--- src/rtl/i2c_unstick_pkg.sv ---
`timescale 1ns/1ps
package i2c_unstick_pkg;

   // sequencer phase
   typedef enum logic [1:0] {
      PH_IDLE    = 2'd0,
      PH_DRIVE   = 2'd1,
      PH_RELEASE = 2'd2,
      PH_PARKED  = 2'd3
   } phase_e;

   // control bundle driven toward the I2C controller
   typedef struct packed {
      logic en;
      logic start;
      logic tx;
   } ctl_t;

endpackage

--- src/rtl/i2c_unstick_delay.sv ---
`timescale 1ns/1ps
// Phase length (in microseconds) derived from the divider code.
module i2c_unstick_delay #(
   parameter int CODE_W = 6,
   parameter int DLY_W  = 10
) (
   input  logic [CODE_W-1:0] code_i,
   output logic [DLY_W-1:0]  delay_o
);

   generate
      if (CODE_W != 6) begin : g_bad_code
         $error("i2c_unstick_delay: CODE_W must be 6");
      end
      if (DLY_W < 10) begin : g_bad_dly
         $error("i2c_unstick_delay: DLY_W must hold 513");
      end
   endgenerate

   logic [2:0]       hold_idx;
   logic [2:0]       pair_idx;
   logic [DLY_W-1:0] hold_m1;
   logic [DLY_W-1:0] base;
   logic [DLY_W-1:0] step;

   assign hold_idx = {code_i[5], code_i[1:0]};
   assign pair_idx = code_i[4:2];

   // hold tap minus one
   always_comb begin
      case (hold_idx)
         3'd0, 3'd1: hold_m1 = DLY_W'(2);
         3'd2, 3'd3: hold_m1 = DLY_W'(3);
         3'd4, 3'd5: hold_m1 = DLY_W'(0);
         default:    hold_m1 = DLY_W'(1);
      endcase
   end

   always_comb begin
      case (pair_idx)
         3'd0, 3'd1: base = DLY_W'(4);
         3'd2, 3'd3: base = DLY_W'(6);
         3'd4:       base = DLY_W'(14);
         3'd5:       base = DLY_W'(30);
         3'd6:       base = DLY_W'(62);
         default:    base = DLY_W'(126);
      endcase
   end

   // step doubles with each pair index
   assign step    = DLY_W'(1) << pair_idx;
   assign delay_o = base + hold_m1 * step + DLY_W'(3);

endmodule

--- src/rtl/i2c_unstick_timer.sv ---
`timescale 1ns/1ps
// Down-counter of microsecond ticks for one phase.
module i2c_unstick_timer #(
   parameter int DLY_W = 10
) (
   input  logic             clk,
   input  logic             rst_n,
   input  logic             load_i,
   input  logic [DLY_W-1:0] load_val_i,
   input  logic             tick_i,
   output logic             expire_o,
   output logic [DLY_W-1:0] count_o
);

   logic [DLY_W-1:0] cnt_q;

   always_ff @(posedge clk or negedge rst_n) begin
      if (!rst_n) begin
         cnt_q <= '0;
      end else if (load_i) begin
         cnt_q <= load_val_i;
      end else if (tick_i && cnt_q != '0) begin
         cnt_q <= cnt_q - DLY_W'(1);
      end
   end

   assign expire_o = tick_i && (cnt_q == DLY_W'(1));
   assign count_o  = cnt_q;


   no_tick_hold_chk: assert property (@(posedge clk) disable iff (!rst_n)
      (!tick_i && !load_i) |=> $stable(cnt_q));

endmodule

--- src/rtl/i2c_unstick_fsm.sv ---
`timescale 1ns/1ps
// Round/phase sequencing and control decode.
module i2c_unstick_fsm
   import i2c_unstick_pkg::*;
#(
   parameter int ROUNDS = 9
) (
   input  logic   clk,
   input  logic   rst_n,
   input  logic   go_i,
   input  logic   expire_i,
   output logic   accept_o,
   output logic   reload_o,
   output phase_e phase_o,
   output ctl_t   ctl_o,
   output logic   done_o
);

   localparam int RND_W = $clog2(ROUNDS + 1);
   localparam logic [RND_W-1:0] LAST_RND = RND_W'(ROUNDS - 1);

   generate
      if (ROUNDS < 1) begin : g_bad_rounds
         $error("i2c_unstick_fsm: ROUNDS must be at least 1");
      end
   endgenerate

   phase_e           ph_q, ph_d;
   logic [RND_W-1:0] rnd_q, rnd_d;
   logic             done_q, done_d;
   logic             last_round;

   assign last_round = (rnd_q == LAST_RND);
   assign accept_o   = go_i && (ph_q == PH_IDLE || ph_q == PH_PARKED);

   always_comb begin
      ph_d     = ph_q;
      rnd_d    = rnd_q;
      done_d   = 1'b0;
      reload_o = 1'b0;
      unique case (ph_q)
         PH_IDLE, PH_PARKED: begin
            if (go_i) begin
               ph_d  = PH_DRIVE;
               rnd_d = '0;
            end
         end
         PH_DRIVE: begin
            if (expire_i) begin
               ph_d     = PH_RELEASE;
               reload_o = 1'b1;
            end
         end
         PH_RELEASE: begin
            if (expire_i) begin
               if (last_round) begin
                  ph_d   = PH_PARKED;
                  done_d = 1'b1;
               end else begin
                  ph_d     = PH_DRIVE;
                  rnd_d    = rnd_q + RND_W'(1);
                  reload_o = 1'b1;
               end
            end
         end
         default: ph_d = PH_IDLE;
      endcase
   end

   always_ff @(posedge clk or negedge rst_n) begin
      if (!rst_n) begin
         ph_q   <= PH_IDLE;
         rnd_q  <= '0;
         done_q <= 1'b0;
      end else begin
         ph_q   <= ph_d;
         rnd_q  <= rnd_d;
         done_q <= done_d;
      end
   end

   always_comb begin
      ctl_o.en    = (ph_q == PH_DRIVE) || (ph_q == PH_PARKED);
      ctl_o.start = (ph_q == PH_DRIVE);
      ctl_o.tx    = (ph_q == PH_DRIVE);
   end

   assign phase_o = ph_q;
   assign done_o  = done_q;


   round_range_chk: assert property (@(posedge clk) disable iff (!rst_n)
      rnd_q <= LAST_RND);


   drive_then_release_chk: assert property (@(posedge clk) disable iff (!rst_n)
      (ph_q == PH_DRIVE && expire_i) |=> (ph_q == PH_RELEASE));


   start_on_go_chk: assert property (@(posedge clk) disable iff (!rst_n)
      (ph_q == PH_IDLE && go_i) |=> (ctl_o.start && ctl_o.tx && ctl_o.en));


   parked_hold_chk: assert property (@(posedge clk) disable iff (!rst_n)
      (ph_q == PH_PARKED && !go_i) |=> (ph_q == PH_PARKED));


   busy_go_ignored_chk: assert property (@(posedge clk) disable iff (!rst_n)
      (ph_q == PH_RELEASE && !expire_i) |=> (ph_q == PH_RELEASE && $stable(rnd_q)));


   done_parked_chk: assert property (@(posedge clk) disable iff (!rst_n)
      done_q |-> (ctl_o.en && !ctl_o.start && !ctl_o.tx && $past(ph_q) == PH_RELEASE));

endmodule

--- src/rtl/i2c_unstick_seq.sv ---
`timescale 1ns/1ps
// I2C bus recovery pulse sequencer (top).
module i2c_unstick_seq
   import i2c_unstick_pkg::*;
#(
   parameter int CODE_W = 6,
   parameter int DLY_W  = 10,
   parameter int ROUNDS = 9
) (
   input  logic              clk,
   input  logic              rst_n,
   input  logic              go_i,
   input  logic [CODE_W-1:0] div_code_i,
   input  logic              us_tick_i,
   output logic              ctl_en_o,
   output logic              ctl_start_o,
   output logic              ctl_tx_o,
   output logic              done_o
);

   logic [DLY_W-1:0] dly_now;
   logic [DLY_W-1:0] dly_q;
   logic [DLY_W-1:0] load_val;
   logic [DLY_W-1:0] tmr_count;
   logic             accept;
   logic             reload;
   logic             expire;
   phase_e           phase;
   ctl_t             ctl;

   i2c_unstick_delay #(
      .CODE_W (CODE_W),
      .DLY_W  (DLY_W)
   ) u_delay (
      .code_i  (div_code_i),
      .delay_o (dly_now)
   );

   // phase length captured once per accepted go
   always_ff @(posedge clk or negedge rst_n) begin
      if (!rst_n) begin
         dly_q <= '0;
      end else if (accept) begin
         dly_q <= dly_now;
      end
   end

   assign load_val = accept ? dly_now : dly_q;

   i2c_unstick_timer #(
      .DLY_W (DLY_W)
   ) u_timer (
      .clk        (clk),
      .rst_n      (rst_n),
      .load_i     (accept | reload),
      .load_val_i (load_val),
      .tick_i     (us_tick_i),
      .expire_o   (expire),
      .count_o    (tmr_count)
   );

   i2c_unstick_fsm #(
      .ROUNDS (ROUNDS)
   ) u_fsm (
      .clk      (clk),
      .rst_n    (rst_n),
      .go_i     (go_i),
      .expire_i (expire),
      .accept_o (accept),
      .reload_o (reload),
      .phase_o  (phase),
      .ctl_o    (ctl),
      .done_o   (done_o)
   );

   assign ctl_en_o    = ctl.en;
   assign ctl_start_o = ctl.start;
   assign ctl_tx_o    = ctl.tx;


   count_bound_chk: assert property (@(posedge clk) disable iff (!rst_n)
      (phase == PH_DRIVE || phase == PH_RELEASE) |-> (tmr_count <= dly_q && tmr_count != '0));


   dly_frozen_chk: assert property (@(posedge clk) disable iff (!rst_n)
      (phase == PH_RELEASE && !expire) |=> $stable(dly_q));

endmodule

--- config.mk ---
export PLATFORM = sky130hd
export DESIGN_NAME = i2c_unstick_seq
export DESIGN_NICKNAME = d
export VERILOG_FILES = /design/src/rtl/i2c_unstick_pkg.sv /design/src/rtl/i2c_unstick_delay.sv /design/src/rtl/i2c_unstick_timer.sv /design/src/rtl/i2c_unstick_fsm.sv /design/src/rtl/i2c_unstick_seq.sv
export SDC_FILE = /design/constraint.sdc
export NUM_CORES = 1
export LEC_CHECK = 0
export ABC_AREA = 1
export BUFFER_PORTS_ARGS = -buffer_cell sky130_fd_sc_hd__buf_2
export CELL_PAD_IN_SITES_DETAIL_PLACEMENT = 0
export CELL_PAD_IN_SITES_GLOBAL_PLACEMENT = 1
export CORE_MARGIN = 1.5
export CORE_UTILIZATION = 45
export DETAILED_ROUTE_END_ITERATION = 10
export MAX_ROUTING_LAYER = met4
export PLACE_DENSITY = 0.84
export SLEW_MARGIN = 15
export SYNTH_ARGS = -nofsm -noshare
export SYNTH_HDL_FRONTEND = slang
export SYNTH_HIERARCHICAL = 1
export SYNTH_SLANG_ARGS = --single-unit
export TNS_END_PERCENT = 5
--- constraint.sdc ---
create_clock -name clk -period 5.12 [get_ports clk]
set_input_delay 0.512 -clock clk [delete_from_list [all_inputs] [get_ports clk]]
set_output_delay 0.512 -clock clk [all_outputs]
set_load 0.01 [all_outputs]
==> impl_metrics.env, run 1 <==
export IMPL_numCtsBuffers=3
export IMPL_tightestPinTransition_ps=627.8
export IMPL_p_leak_nw=1.489
export IMPL_globalplace_congestion=0.8334
export IMPL_ff_latch_area_um2=675.6
export IMPL_drive_gt1_share_pct=13.21
export IMPL_max_cap_violations=0
export IMPL_synthDistinctLibCells=27
export IMPL_htreeDepth=1
export IMPL_grt_start_max_net_pins=28
export IMPL_fin_tns_setup_ps=0
export IMPL_cp_max_fo=10
export IMPL_p_int_w=0.0005559
export IMPL_antenna_found_initial=0
export IMPL_start_util_pct=46.79
export IMPL_root_buffer="clkbuf_8"
export IMPL_switching_power_w=0.0005290
export IMPL_port_buffers=12
export IMPL_max_slew_margin_pct=58.15
export IMPL_cts_setup_buffers=0
export IMPL_ys_warn_count=6
export IMPL_vias=2083
export IMPL_rsz0062_at_grt="no"
export IMPL_final_cell_mix="nand2_1 (138), inv_1 (49), nand3_1 (31), dfrtp_1 (27), nor2_1 (26)"
export IMPL_syn_area_per_cell_um2=6.680
export IMPL_grt_total_usage_pct=18.29
export IMPL_dieArea_um2=5791
export IMPL_slew_viol_final=0
export IMPL_fin_crit_ps=2710
export IMPL_power_frac_seq_pct=31.7
export IMPL_syn_num_nets=394
export IMPL_drtAntennaViolNets=0
export IMPL_crit_path_end_kind="flop"
export IMPL_global_route_overflow_total=0
export IMPL_cts_tree="built"
export IMPL_wl_per_cell_um=10.61
export IMPL_finalNetCount=406
export IMPL_synthCells=360
export IMPL_yosys_area_top_type="dfrtp_1"
export IMPL_synthTopCellsByArea="dfrtp_1 (28%), nand2_1 (22%), ha_1 (9.9%), inv_1 (7.6%), nand3_1 (6.5%)"
export IMPL_p_sw_share_pct=48.76
export IMPL_peakVddDrop_v=0.0002383
export IMPL_routed_wl_um=4681
export IMPL_cts_sinks=27
export IMPL_dp_final_hpwl_um=3767
export IMPL_worstPathRequired_ps=5290
export IMPL_critPathLaunchType="primary input"
export IMPL_core_area_um2=5140
export IMPL_drt_pre_antenna_iters=4
export IMPL_setup_viol=0
export IMPL_p_per_area_nw_per_um2=423.4
export IMPL_drc=0
export IMPL_die_y_um=76.10
export IMPL_comb_power_share_pct=56.6
export IMPL_fmax_ghz=0.3690
export IMPL_arrival_ps=2880
export IMPL_grt_pass1_vias=1992
export IMPL_status="complete, no violations"
export IMPL_initialDrtViolationCount=128
export IMPL_ios=14
export IMPL_grt_pass1_wl_um=8673
export IMPL_period_share_pct=52.93
export IMPL_cts_resized=0
export IMPL_cts_clk_slew_worst_paths_ps=100
export IMPL_syn_cell_area_um2=2405
export IMPL_hold_buffers=0
export IMPL_area_growth_pct=6.556
export IMPL_multiInputGateArea_um2=1473
export IMPL_path_class="in2reg"
export IMPL_clock_latency_ps=280
export IMPL_skew_ps=5.731
export IMPL_hold_viol_final=0
export IMPL_cts_buffer_depth=2
export IMPL_p_total_w=0.001085
export IMPL_final_common_cell="nand2_1"
export IMPL_synth_top_cell_area_share_pct=28.10
export IMPL_rows=26
export IMPL_ys_seq_area_share_pct=28.10
export IMPL_antenna_cells=0
export IMPL_fill_cells=590
export IMPL_die_w_um=76.10
export IMPL_min_path_type="in2async"
export IMPL_routed_via_density=4.723
export IMPL_ys_ff_latch=27
export IMPL_clockPowerShare_pct=11.8
layer usage:
metal  vias up  GRT usage [%]  part of all wire [%]
met5         -              -                     0
met4         0          3.333                  0.58
met3         2          1.916                   1.8
met2        22          30.99                    46
met1       938          24.06                    51
li1       1121              -                     -
flip-flops by register name (all words and copies together) (netlist names):
name,flops
u_fsm/phase_o,2
dly_q,10
u_fsm/rnd_q,4
u_timer/count_o,10
u_fsm/done_o,1
stage by stage:
stage                     instance area (um2)  cells  worst slack (ps)  utilization [%]  hold WS (ps)
after floorplan                          2405    360              2411                -         216.4
after global placement                   2514    437              2112            48.90         455.9
after detailed placement                 2514    437              2128            48.90         457.6
after CTS                                2562    441              2423            49.85         253.0
after global routing                     2562    441              2110            49.85         284.1
final                                    2562    441              2410            49.85         235.5
kinds of logic after synthesis:
family | count (synthesis) | share of synthesized area (%)
compound gates | 16 | 3.954
xor+xnor | 5 | 1.821
fa+ha+maj | 24 | 14.05
buf+inv | 63 | 10.67
flops | 27 | 28.10
simple gates | 225 | 41.42
layout make-up:
class	instances	area share [%]
Clock buffer	3	1.611
Clock inverter	1	0.2930
Inverter	58	8.496
Multi-Input combinational cell	270	57.47
Sequential cell	27	26.37
Tap cell	70	3.418
Timing Repair Buffer	12	2.344
worst max-delay path, cell delays in order:
cell and delay [ps]:
buf_2 180, inv_1 130, nor3_1 200, nand2_1 110
fa_1 510, inv_1 40, ha_1 360, nand2_1 130
inv_1 50, a21oi_1 190, nand2_1 80, nand2_1 50
nand2_1 40, nand2_1 50, nand2_1 70, nand2_1 80
nand3_1 80
power groups by stage:
stage	clock (W)	sequential, W	combinational, W
6_report	0.000128	0.000343	0.000614
5_1_grt	0.000138	0.000354	0.000720
4_1_cts	0.000132	0.000344	0.000619
3_5_place_dp	0	0.000349	0.000616
3_3_place_gp	0	0.000347	0.000605
2_1_floorplan	0	0.000335	0.000512
Yosys cell counts (all sizes together):
library cell	n
xnor2	1
nand2	150
nand3b	1
fa	5
dfrtp	27
nand3	32
or2	4
nand4	2
nor2	30
o21ai	10
xor2	4
a21oi	6
inv	58
clkbuf	1
buf	4
nor3	6
ha	19
worst paths after layout:
check	depth (start not counted)	end	start	slack [ps]
worst max-delay path	17	u_timer/count_o[7]$_DFFE_PN0P_	div_code_i[2]	2410
worst min-delay path	1	u_timer/count_o[4]$_DFFE_PN0P_	rst_n	240
worst max register to register	10	u_timer/count_o[6]$_DFFE_PN0P_	u_fsm/phase_o[0]$_DFFE_PN0P_	2630
worst min register to register	2	dly_q[2]$_DFF_PN0_	dly_q[2]$_DFF_PN0_	480
max in group asynchronous	1	dly_q[3]$_DFF_PN0_	rst_n	4470
min in group clk	2	dly_q[2]$_DFF_PN0_	dly_q[2]$_DFF_PN0_	480
Note: power is estimated with default switching activity, not from simulation.
==> run 2, diff against run 1 <==
--- a/config.mk
+++ b/config.mk
@@ -10,10 +10,10 @@
 export CELL_PAD_IN_SITES_DETAIL_PLACEMENT = 0
 export CELL_PAD_IN_SITES_GLOBAL_PLACEMENT = 1
 export CORE_MARGIN = 1.5
-export CORE_UTILIZATION = 45
+export CORE_UTILIZATION = 44
 export DETAILED_ROUTE_END_ITERATION = 10
 export MAX_ROUTING_LAYER = met4
-export PLACE_DENSITY = 0.84
+export PLACE_DENSITY = 0.83
 export SLEW_MARGIN = 15
 export SYNTH_ARGS = -nofsm -noshare
 export SYNTH_HDL_FRONTEND = slang
==> constraint.sdc (replaced) <==
create_clock -name clk -period 2.7 [get_ports clk]
set_input_delay 0.27 -clock clk [delete_from_list [all_inputs] [get_ports clk]]
set_output_delay 0.27 -clock clk [all_outputs]
set_load 0.01 [all_outputs]
==> run 2 against run 1 <==
Effect of this change:
- non-clock buffer count up 5
- first-iteration DRC count down 45%
- sequential share of layout area down 0.36 points
- worst setup slack worse by 2100 ps
==> impl_metrics.env, run 2 (synthesis results as in run 1) <==
export IMPL_status="complete, no violations"
export IMPL_slew_viol_final=0
export IMPL_root_buffer="clkbuf_8"
export IMPL_critPathLaunchType="primary input"
export IMPL_crit_path_top_delay_cell="fa_1"
export IMPL_globalplace_congestion=0.8073
export IMPL_ff_latch_area_um2=675.6
export IMPL_arrival_ps=2590
export IMPL_routed_via_density=4.599
export IMPL_rows=26
export IMPL_area_growth_pct=8.012
export IMPL_fill_cells=549
export IMPL_initialDrtViolationCount=70
export IMPL_drtAntennaViolNets=0
export IMPL_rsz0062_at_grt="no"
export IMPL_max_slew_margin_pct=58.28
export IMPL_grt_pass1_vias=1896
export IMPL_p_sw_share_pct=47.78
export IMPL_hold_viol_final=0
export IMPL_tightestPinTransition_ps=625.8
export IMPL_multiInputGateArea_um2=1473
export IMPL_cts_buffer_depth=2
export IMPL_start_util_pct=46.49
export IMPL_fin_tns_setup_ps=0
export IMPL_power_frac_seq_pct=31.9
export IMPL_fmax_ghz=0.4113
export IMPL_cts_tree="built"
export IMPL_path_class="in2reg"
export IMPL_drive_gt1_share_pct=14.36
export IMPL_cts_clk_slew_worst_paths_ps=90
export IMPL_antenna_cells=0
export IMPL_comb_power_share_pct=57.1
export IMPL_grt_total_usage_pct=17.06
export IMPL_skew_ps=8.022
export IMPL_routed_wl_um=4467
export IMPL_antenna_found_initial=0
export IMPL_max_cap_violations=0
export IMPL_switching_power_w=0.0009788
export IMPL_fin_crit_ps=2431
export IMPL_hold_buffers=0
export IMPL_dieArea_um2=5918
export IMPL_die_y_um=76.93
export IMPL_ios=14
export IMPL_crit_path_end_kind="flop"
export IMPL_port_buffers=12
export IMPL_setup_viol=0
export IMPL_grt_start_max_net_pins=28
export IMPL_finalNetCount=411
export IMPL_final_cell_mix="nand2_1 (138), inv_1 (49), nand3_1 (31), dfrtp_1 (27), nor2_1 (26)"
export IMPL_dp_final_hpwl_um=3649
export IMPL_numCtsBuffers=3
export IMPL_cts_sinks=27
export IMPL_cts_setup_buffers=0
export IMPL_p_leak_nw=1.517
export IMPL_p_total_w=0.002049
export IMPL_holdWs_ps=1.480
export IMPL_worstPathRequired_ps=2860
export IMPL_cp_max_fo=5
export IMPL_cts_resized=0
export IMPL_p_per_area_nw_per_um2=788.8
export IMPL_clock_latency_ps=270
export IMPL_p_int_w=0.001070
export IMPL_crit_buf_inv=4
export IMPL_final_common_cell="nand2_1"
export IMPL_max_stage_delay_ps=520
export IMPL_peakVddDrop_v=0.0004280
export IMPL_period_share_pct=90.04
export IMPL_global_route_overflow_total=0
export IMPL_grt_pass1_wl_um=8107
export IMPL_drc=0
export IMPL_clockPowerShare_pct=11.1
export IMPL_min_path_type="in2async"
export IMPL_wl_per_cell_um=10.02
export IMPL_die_w_um=76.93
export IMPL_htreeDepth=1
export IMPL_cp_common_cell="nand2_1"
export IMPL_crit_family="simple AND/OR/NAND/NOR gates"
export IMPL_drt_pre_antenna_iters=4
export IMPL_path_cells="buf_2 -> inv_1 -> nor3_1 -> nand2_1 -> fa_1 -> inv_1 -> ha_1 -> nand2_1 -> inv_1 -> a21oi_1 -> nand2_1 -> nand2_1 -> nand2_1 -> nand2_1 -> nand2_1 -> nand2_1 -> nand3_1"
export IMPL_vias=2051
export IMPL_core_area_um2=5172
==> run 2: power groups by stage <==
stage	combinational [W]	clock (W)	sequential, W
finish	0.00117	0.000227	0.000653
detailed placement	0.00117	0	0.000663
CTS	0.00118	0.000239	0.000654
global placement	0.00117	0	0.000659
global route	0.00137	0.000251	0.000678
floorplan	0.000970	0	0.000635
==> run 2: worst register-to-register path: cells and delay by family (launching register included) <==
family | cells | cell delay, ps
buffers and inverters | 3 | 500
and+or+nand+nor | 9 | 920
adders and majority gates | 1 | 160
DFF | 1 | 430
==> run 2: layout make-up <==
class                   instances  area share [%]
clock buffers                   3           1.590
repair buffers                 17           3.757
inverters                      58           8.382
well taps                      70           3.372
multi-input cells             270           56.70
flip-flops and latches         27           26.01
clock inverters                 1          0.1927
==> run 2: layer usage <==
layer	GRT usage [%]	routed length (um)	part of all wire, %	up-vias
met5	-	0	0	-
met4	5.556	53	1.2	0
met3	1.429	55	1.2	4
met2	28.67	2060	46	17
met1	21.70	2298	51	900
li1	-	-	-	1130
==> run 2: path summary, 6_finish.rpt <==
kind / slack, ps / cells after the start / endpoint / start
max: 270 / 17 / u_timer/count_o[7]$_DFFE_PN0P_ / div_code_i[2]
min: 1 / 1 / u_timer/count_o[1]$_DFFE_PN0P_ / rst_n
max reg2reg: 630 / 13 / u_timer/count_o[6]$_DFFE_PN0P_ / u_fsm/rnd_q[0]$_DFFE_PN0P_
min reg2reg: 470 / 2 / dly_q[5]$_DFF_PN0_ / dly_q[5]$_DFF_PN0_
max in group asynchronous: 2280 / 1 / dly_q[7]$_DFF_PN0_ / rst_n
min in group clk: 370 / 4 / u_timer/count_o[9]$_DFFE_PN0P_ / us_tick_i
==> run 2: per-stage QoR <==
| stage | std cells | utilization (%) | setup slack [ps] | instance area [um2] |
|---|---|---|---|---|
| CTS | 446 | 50.22 | 305.2 | 2597 |
| finish | 446 | 50.22 | 268.9 | 2597 |
| global placement | 442 | 49.32 | 50.38 | 2551 |
| floorplan | 360 | - | 233.4 | 2405 |
| global route | 446 | 50.22 | 25.86 | 2597 |
| detailed placement | 442 | 49.32 | 23.65 | 2551 |
